## src/rtl/pio_pkg.sv

```systemverilog
package pio_pkg;
  parameter int unsigned PIO_AW = 3;

  typedef enum logic [PIO_AW-1:0] {
    REG_DATA   = 3'd0,
    REG_SET    = 3'd1,
    REG_CLR    = 3'd2,
    REG_TGL    = 3'd3,
    REG_DIR    = 3'd4,
    REG_FUNC   = 3'd5,
    REG_QUAL   = 3'd6,
    REG_UNUSED = 3'd7
  } pio_reg_e;
endpackage

```

## src/rtl/pio_sync.sv

```systemverilog
module pio_sync #(
  parameter int unsigned W      = 16,
  parameter int unsigned STAGES = 2
) (
  input  logic         clk,
  input  logic         rst,
  input  logic [W-1:0] d,
  output logic [W-1:0] q
);
  logic [W-1:0] stage_q [STAGES];

  always_ff @(posedge clk) begin
    if (rst) begin
      for (int i = 0; i < STAGES; i++) stage_q[i] <= '0;
    end else begin
      stage_q[0] <= d;
      for (int i = 1; i < STAGES; i++) stage_q[i] <= stage_q[i-1];
    end
  end

  assign q = stage_q[STAGES-1];
endmodule

```

## src/rtl/pio_tick.sv

```systemverilog
module pio_tick #(
  parameter int unsigned PW = 8
) (
  input  logic          clk,
  input  logic          rst,
  input  logic [PW-1:0] period,
  output logic          tick
);
  localparam int unsigned CW = PW + 1;

  logic [CW-1:0] cnt_q;
  logic [CW-1:0] limit;

  assign limit = (CW'(period) << 1) - CW'(1);
  assign tick  = (period != '0) && (cnt_q >= limit);

  always_ff @(posedge clk) begin
    if (rst || period == '0 || tick) cnt_q <= '0;
    else                             cnt_q <= cnt_q + CW'(1);
  end
endmodule

```

## src/rtl/pio_qual.sv

```systemverilog
module pio_qual #(
  parameter int unsigned NSAMP = 6
) (
  input  logic clk,
  input  logic rst,
  input  logic bypass,
  input  logic tick,
  input  logic s,
  output logic q
);
  localparam int unsigned CW = (NSAMP > 2) ? $clog2(NSAMP) : 1;

  logic [CW-1:0] cnt_q;

  always_ff @(posedge clk) begin
    if (rst) begin
      q     <= 1'b0;
      cnt_q <= '0;
    end else if (bypass) begin
      q     <= s;
      cnt_q <= '0;
    end else if (tick) begin
      if (s == q) begin
        cnt_q <= '0;
      end else if (cnt_q == CW'(NSAMP - 1)) begin
        q     <= s;
        cnt_q <= '0;
      end else begin
        cnt_q <= cnt_q + CW'(1);
      end
    end
  end
endmodule

```

## src/rtl/pio_regs.sv

```systemverilog
module pio_regs
  import pio_pkg::*;
#(
  parameter int unsigned W  = 16,
  parameter int unsigned PW = 8
) (
  input  logic              clk,
  input  logic              rst,
  input  logic              we,
  input  logic              re,
  input  logic [PIO_AW-1:0] addr,
  input  logic [W-1:0]      wdata,
  input  logic [W-1:0]      pins_qual,
  output logic [W-1:0]      latch_q,
  output logic [W-1:0]      dir_q,
  output logic [W-1:0]      func_q,
  output logic [PW-1:0]     period_q,
  output logic [W-1:0]      rdata
);
  pio_reg_e sel;
  assign sel = pio_reg_e'(addr);

  logic [W-1:0] latch_d;

  always_comb begin
    latch_d = latch_q;
    if (we) begin
      unique case (sel)
        REG_DATA: latch_d = wdata;
        REG_SET:  latch_d = latch_q | wdata;
        REG_CLR:  latch_d = latch_q & ~wdata;
        REG_TGL:  latch_d = latch_q ^ wdata;
        default:  latch_d = latch_q;
      endcase
    end
  end

  always_ff @(posedge clk) begin
    if (rst) begin
      latch_q  <= '0;
      dir_q    <= '0;
      func_q   <= '0;
      period_q <= '0;
    end else begin
      latch_q <= latch_d;
      if (we && sel == REG_DIR)  dir_q    <= wdata;
      if (we && sel == REG_FUNC) func_q   <= wdata;
      if (we && sel == REG_QUAL) period_q <= wdata[PW-1:0];
    end
  end

  always_ff @(posedge clk) begin
    if (rst) begin
      rdata <= '0;
    end else if (re) begin
      unique case (sel)
        REG_DATA: rdata <= pins_qual;
        REG_DIR:  rdata <= dir_q;
        REG_FUNC: rdata <= func_q;
        REG_QUAL: rdata <= W'(period_q);
        default:  rdata <= '0;
      endcase
    end
  end
endmodule

```

## src/rtl/pio_port.sv

```systemverilog
module pio_port
  import pio_pkg::*;
#(
  parameter int unsigned W         = 16,
  parameter int unsigned PW        = 8,
  parameter int unsigned SYNC_STGS = 2,
  parameter int unsigned NSAMP     = 6
) (
  input  logic              clk,
  input  logic              rst,
  input  logic              bus_we,
  input  logic              bus_re,
  input  logic [PIO_AW-1:0] bus_addr,
  input  logic [W-1:0]      bus_wdata,
  output logic [W-1:0]      bus_rdata,
  input  logic [W-1:0]      pin_in,
  input  logic [W-1:0]      periph_out,
  input  logic [W-1:0]      periph_oe,
  output logic [W-1:0]      periph_in,
  output logic [W-1:0]      pad_out,
  output logic [W-1:0]      pad_oe
);
  logic [W-1:0]  latch_q, dir_q, func_q;
  logic [PW-1:0] period_q;
  logic [W-1:0]  pins_sync, pins_qual;
  logic          tick;

  pio_regs #(.W(W), .PW(PW)) u_regs (
    .clk(clk), .rst(rst), .we(bus_we), .re(bus_re), .addr(bus_addr),
    .wdata(bus_wdata), .pins_qual(pins_qual), .latch_q(latch_q),
    .dir_q(dir_q), .func_q(func_q), .period_q(period_q), .rdata(bus_rdata)
  );

  pio_sync #(.W(W), .STAGES(SYNC_STGS)) u_sync (
    .clk(clk), .rst(rst), .d(pin_in), .q(pins_sync)
  );

  pio_tick #(.PW(PW)) u_tick (
    .clk(clk), .rst(rst), .period(period_q), .tick(tick)
  );

  for (genvar g = 0; g < W; g++) begin : g_qual
    pio_qual #(.NSAMP(NSAMP)) u_qual (
      .clk(clk), .rst(rst), .bypass(period_q == '0), .tick(tick),
      .s(pins_sync[g]), .q(pins_qual[g])
    );
  end

  assign periph_in = pins_qual;

  always_ff @(posedge clk) begin
    if (rst) begin
      pad_out <= '0;
      pad_oe  <= '0;
    end else begin
      pad_out <= (func_q & periph_out) | (~func_q & latch_q);
      pad_oe  <= (func_q & periph_oe)  | (~func_q & dir_q);
    end
  end
endmodule


```

## config.mk

```make
export PLATFORM = sky130hd
export DESIGN_NAME = pio_port
export DESIGN_NICKNAME = d
export VERILOG_FILES = /design/src/rtl/pio_pkg.sv /design/src/rtl/pio_sync.sv /design/src/rtl/pio_tick.sv /design/src/rtl/pio_qual.sv /design/src/rtl/pio_regs.sv /design/src/rtl/pio_port.sv
export SDC_FILE = /design/constraint.sdc
export NUM_CORES = 1
export LEC_CHECK = 0
export ABC_AREA = 1
export BUFFER_PORTS_ARGS = -buffer_cell sky130_fd_sc_hd__buf_4
export CAP_MARGIN = 20
export CORE_UTILIZATION = 58
export DETAILED_ROUTE_END_ITERATION = 7
export PLACE_DENSITY = 0.8
export SLEW_MARGIN = 5
export SYNTH_ARGS = -nofsm -noshare
export SYNTH_HDL_FRONTEND = slang
export SYNTH_SLANG_ARGS = --single-unit
```

## constraint.sdc

```tcl
create_clock -name clk -period 3 [get_ports clk]
set_input_delay 0.75 -clock clk [delete_from_list [all_inputs] [get_ports clk]]
set_output_delay 0.75 -clock clk [all_outputs]
set_load 0.01 [all_outputs]
```

==> results.md <==
- Clock skew: around 0.023 ns
- Initial core utilization: 0.601
- Layout cell share with drive strength beyond 1: 0.151
- Worst-Skew Late Latency: slightly above 0.5 ns
- Achievable clock frequency: between 0.3 and 0.4 GHz
- Total clock buffers created by CTS: 22
- Yosys Warn Count: 0
- Ports: 135
- Total routed wirelength: between 20,000 and 30,000 um
- Die ar.: about 18,000 um2
- Status: completed
- Setup violators final: 0
- Critical path's top delay family: simple AND/OR/NAND/NOR gates
- Post-CTS sizing: 0
- Top cells by area, synth: dfxtp_1, a21oi_1, nand2_1
- Min Tclk post-route: approximately 2.7 ns
- Syn avg cell area: between 7 and 8 um2
- Placer Congestion: between 0.8 and 0.9
- Core area: roughly 17,000 um2
- Final Slew Violations: 0
- Setup slack after placement: 0.356 ns
- Number of remaining DRC errors: 0
- Most frequent cell after synthesis: nand2_1
- Clock Sink Count: ~210
- Dominant synthesized flop cell: dfxtp_1
- Critical path fanouts, max: between 40 and 50
- Critical Path AT: roughly 3.1 ns
- H-tree Lvls: 1
- Max-cap violations: 0
- First-pass GRT wire length: 42,200 um
- Max transition margin: 0.505
- Clk root buf: clkbuf_16
- Number of synthesized flops with an enable pin: 0
- Part of the Yosys area used for sequential elements: 0.415
- Largest net degree at the start of global routing: 86
- Drt pass-1 iters: 5
- Final setup margin: around 0.33 ns
- CTS max path bufs: 3
- Tcrit/Tclk final: 0.891
- Max VDD drop: roughly 0.38 mV
- Async SR Flop Fraction: 0
- Grt ovf: 0
- Port buffer count: ~130
- Power per cell area: ~550 nW/um2
- Yosys cell types: 33
- Layout overhead on the synthesized area: 16.3%
- Clock-pin transition on the worst setup and hold timing paths: 0.06 ns
- Largest area contributor in the synthesized netlist: dfxtp_1
- Vias per cell: about 5.5
- Fin. Hold Viols: 0
- Mapped Cells: 1,377
- Post-synth top cells: nand2_1, dfxtp_1, a21oi_1, inv_1, nand3_1
- Total Neg Setup Slack: 0 ns
- Tot Pwr: around 6400 uW
- Routed vias: 9,347
- Worst-Margin Slew: between 0.7 and 0.8 ns
- Unrepaired setup endpoints after global routing: no
- Share of Yosys cell area claimed by the top area cell type: 0.415
- Leakage: between 0.004 and 0.005 uW
- Slowest stage cell on the critical path: dfxtp_1
- Hold buffers post-CTS: 0
- Initial antenna violation count: 0
- Cell repeated most along the worst path: nand2_2
- CP required: 3.44 ns
- Wirelength per Cell: 15.4 um
- Post-CTS Setup Repair Bufs: 0
- DRT iter0 DRCs: roughly 850
- Row cnt: 47
- Clock tree from TritonCTS: yes
- Type of origin of the critical path: flip-flop
- Die extent in x: 134 um
- Seq cells post-synth: 209
- Fin nets: 1,586
- Critical path, cell by cell: nor3_1 -> nand3_1 -> nor3_1 -> xor2_1 -> ha_1 -> a21o_1 -> nor2_1 -> nand2_2 -> nand2_2 -> buf_12 -> nand2_2 -> nand2_1 -> nand2_1 -> inv_1
- Worst hold path class: flip-flop to flip-flop
- Setup CP Type: flip-flop to flip-flop
- Ant diodes: 0
- Final hold slack: 0.400 ns
- Synth Cell Area: just over 10,000 um2
- Antenna-violating nets left: 0
- Die Span Y: around 130 um
- Post-Syn Nets: roughly 1,500
- DP HPWL: around 18,000 um
- CP endpoint kind: flip-flop
- Critical path's largest stage delay: between 0.3 and 0.4 ns
- Vias in the first global route: 8,407
- CP bufs+invs: 2
- GRT Util Overall: 0.291
==> cells in the final DEF (no fill, tap or decap) <==
master     Yosys  layout
a21oi_1      199     199
o21ai_0      101     101
dfxtp_1      209     209
nand2_1      219     219
buf_12         0       3
inv_1        180     179
nand3_2        2       2
clkbuf_8       0       2
nor3_1         4       4
o21ai_2       12      12
ha_1          43      43
xor2_1         8       8
o21bai_1       1       1
nor2_2         2       2
o211ai_1       2       2
clkbuf_16      0      22
nor2_8         1       1
o2111ai_1     15      15
nand3_1      146     146
clkinv_8       0       1
buf_4         20     149
o221ai_1       7       7
inv_2          5       6
nand3b_1       1       1
nor2_1       101     101
clkinv_2       0      11
a21o_1         1       1
or2_2          4       4
o21ai_1        6       6
nand2_2        7       7
clkbuf_1      21       4
nand4_1        1       1
nor2_4         2       2
xnor2_1       17      17
==> power breakdown <==
| group | total (uW) | switching (uW) | internal, uW | leakage [uW] |
|---|---|---|---|---|
| logic | 921 | 567 | 353 | 0.00266 |
| registers | 2990 | 98.6 | 2890 | 0.00170 |
| clock network | 2530 | 1120 | 1410 | 0.000340 |
==> through the flow <==
step	utilization	std cells	instance area (um2)
after floorplan	-	1377	10100
after global placement	0.660	1668	11100
after detailed placement	0.660	1668	11100
after CTS	0.699	1708	11700
after global routing	0.699	1708	11700
final	0.699	1708	11700
==> area by class of cell <==
cell class,instances,area (um2)
timing repair buffer,152,1180
tap,220,275
multi-input combinational,902,4730
clock inverter,12,71.3
fill,1396,5040
inverter,185,694
clock buffer,28,593
sequential,209,4180
==> worst reg2reg max path, cell delays in order (launching register included) <==
cell and delay, ns:
dfxtp_1 0.34, nor3_1 0.29, nand3_1 0.16, nor3_1 0.20, xor2_1 0.17, ha_1 0.26, a21o_1 0.19, nor2_1 0.18
nand2_2 0.11, nand2_2 0.09, buf_12 0.23, nand2_2 0.18, nand2_1 0.11, nand2_1 0.06, inv_1 0.05
==> metal layers <==
metal  vias up  global-route usage  routed length (um)
li1       4673                   -                   -
met1      4307               0.398               11700
met2       325               0.475               12100
met3        42              0.0442                1900
met4         0              0.0865                 625
met5         -                   0                   0
==> sequential cells by signal, indices dropped and copies added, names as in the netlist <==
register / count
u_regs.rdata: 16
g_qual.u_qual.cnt_q: 48
u_tick.cnt_q: 9
u_regs.period_q: 8
u_regs.func_q: 16
pad_oe: 16
u_regs.dir_q: 16
u_sync.stage_q: 32
g_qual.u_qual.q: 16
u_regs.latch_q: 16
pad_out: 16
==> cell families after synthesis <==
kind of cell | count (synthesis) | share of synthesized area
xor+xnor | 25 | 0.0217
simple gates | 490 | 0.209
buf+inv | 266 | 0.116
compound gates | 344 | 0.184
flops | 209 | 0.415
fa+ha+maj | 43 | 0.0534
==> worst paths after layout <==
check                            start                         end  slack, ns  cells past startpoint
setup / recovery    u_regs.period_q[0]  g_qual[15].u_qual.cnt_q[2]       0.33                     14
hold / removal    u_sync.stage_q[0][8]       u_sync.stage_q[0][24]       0.40                      2
setup reg to reg    u_regs.period_q[0]  g_qual[15].u_qual.cnt_q[2]       0.33                     14
hold reg to reg   u_sync.stage_q[0][8]       u_sync.stage_q[0][24]       0.40                      2
No activity file was read; power rests on OpenSTA's default activity.
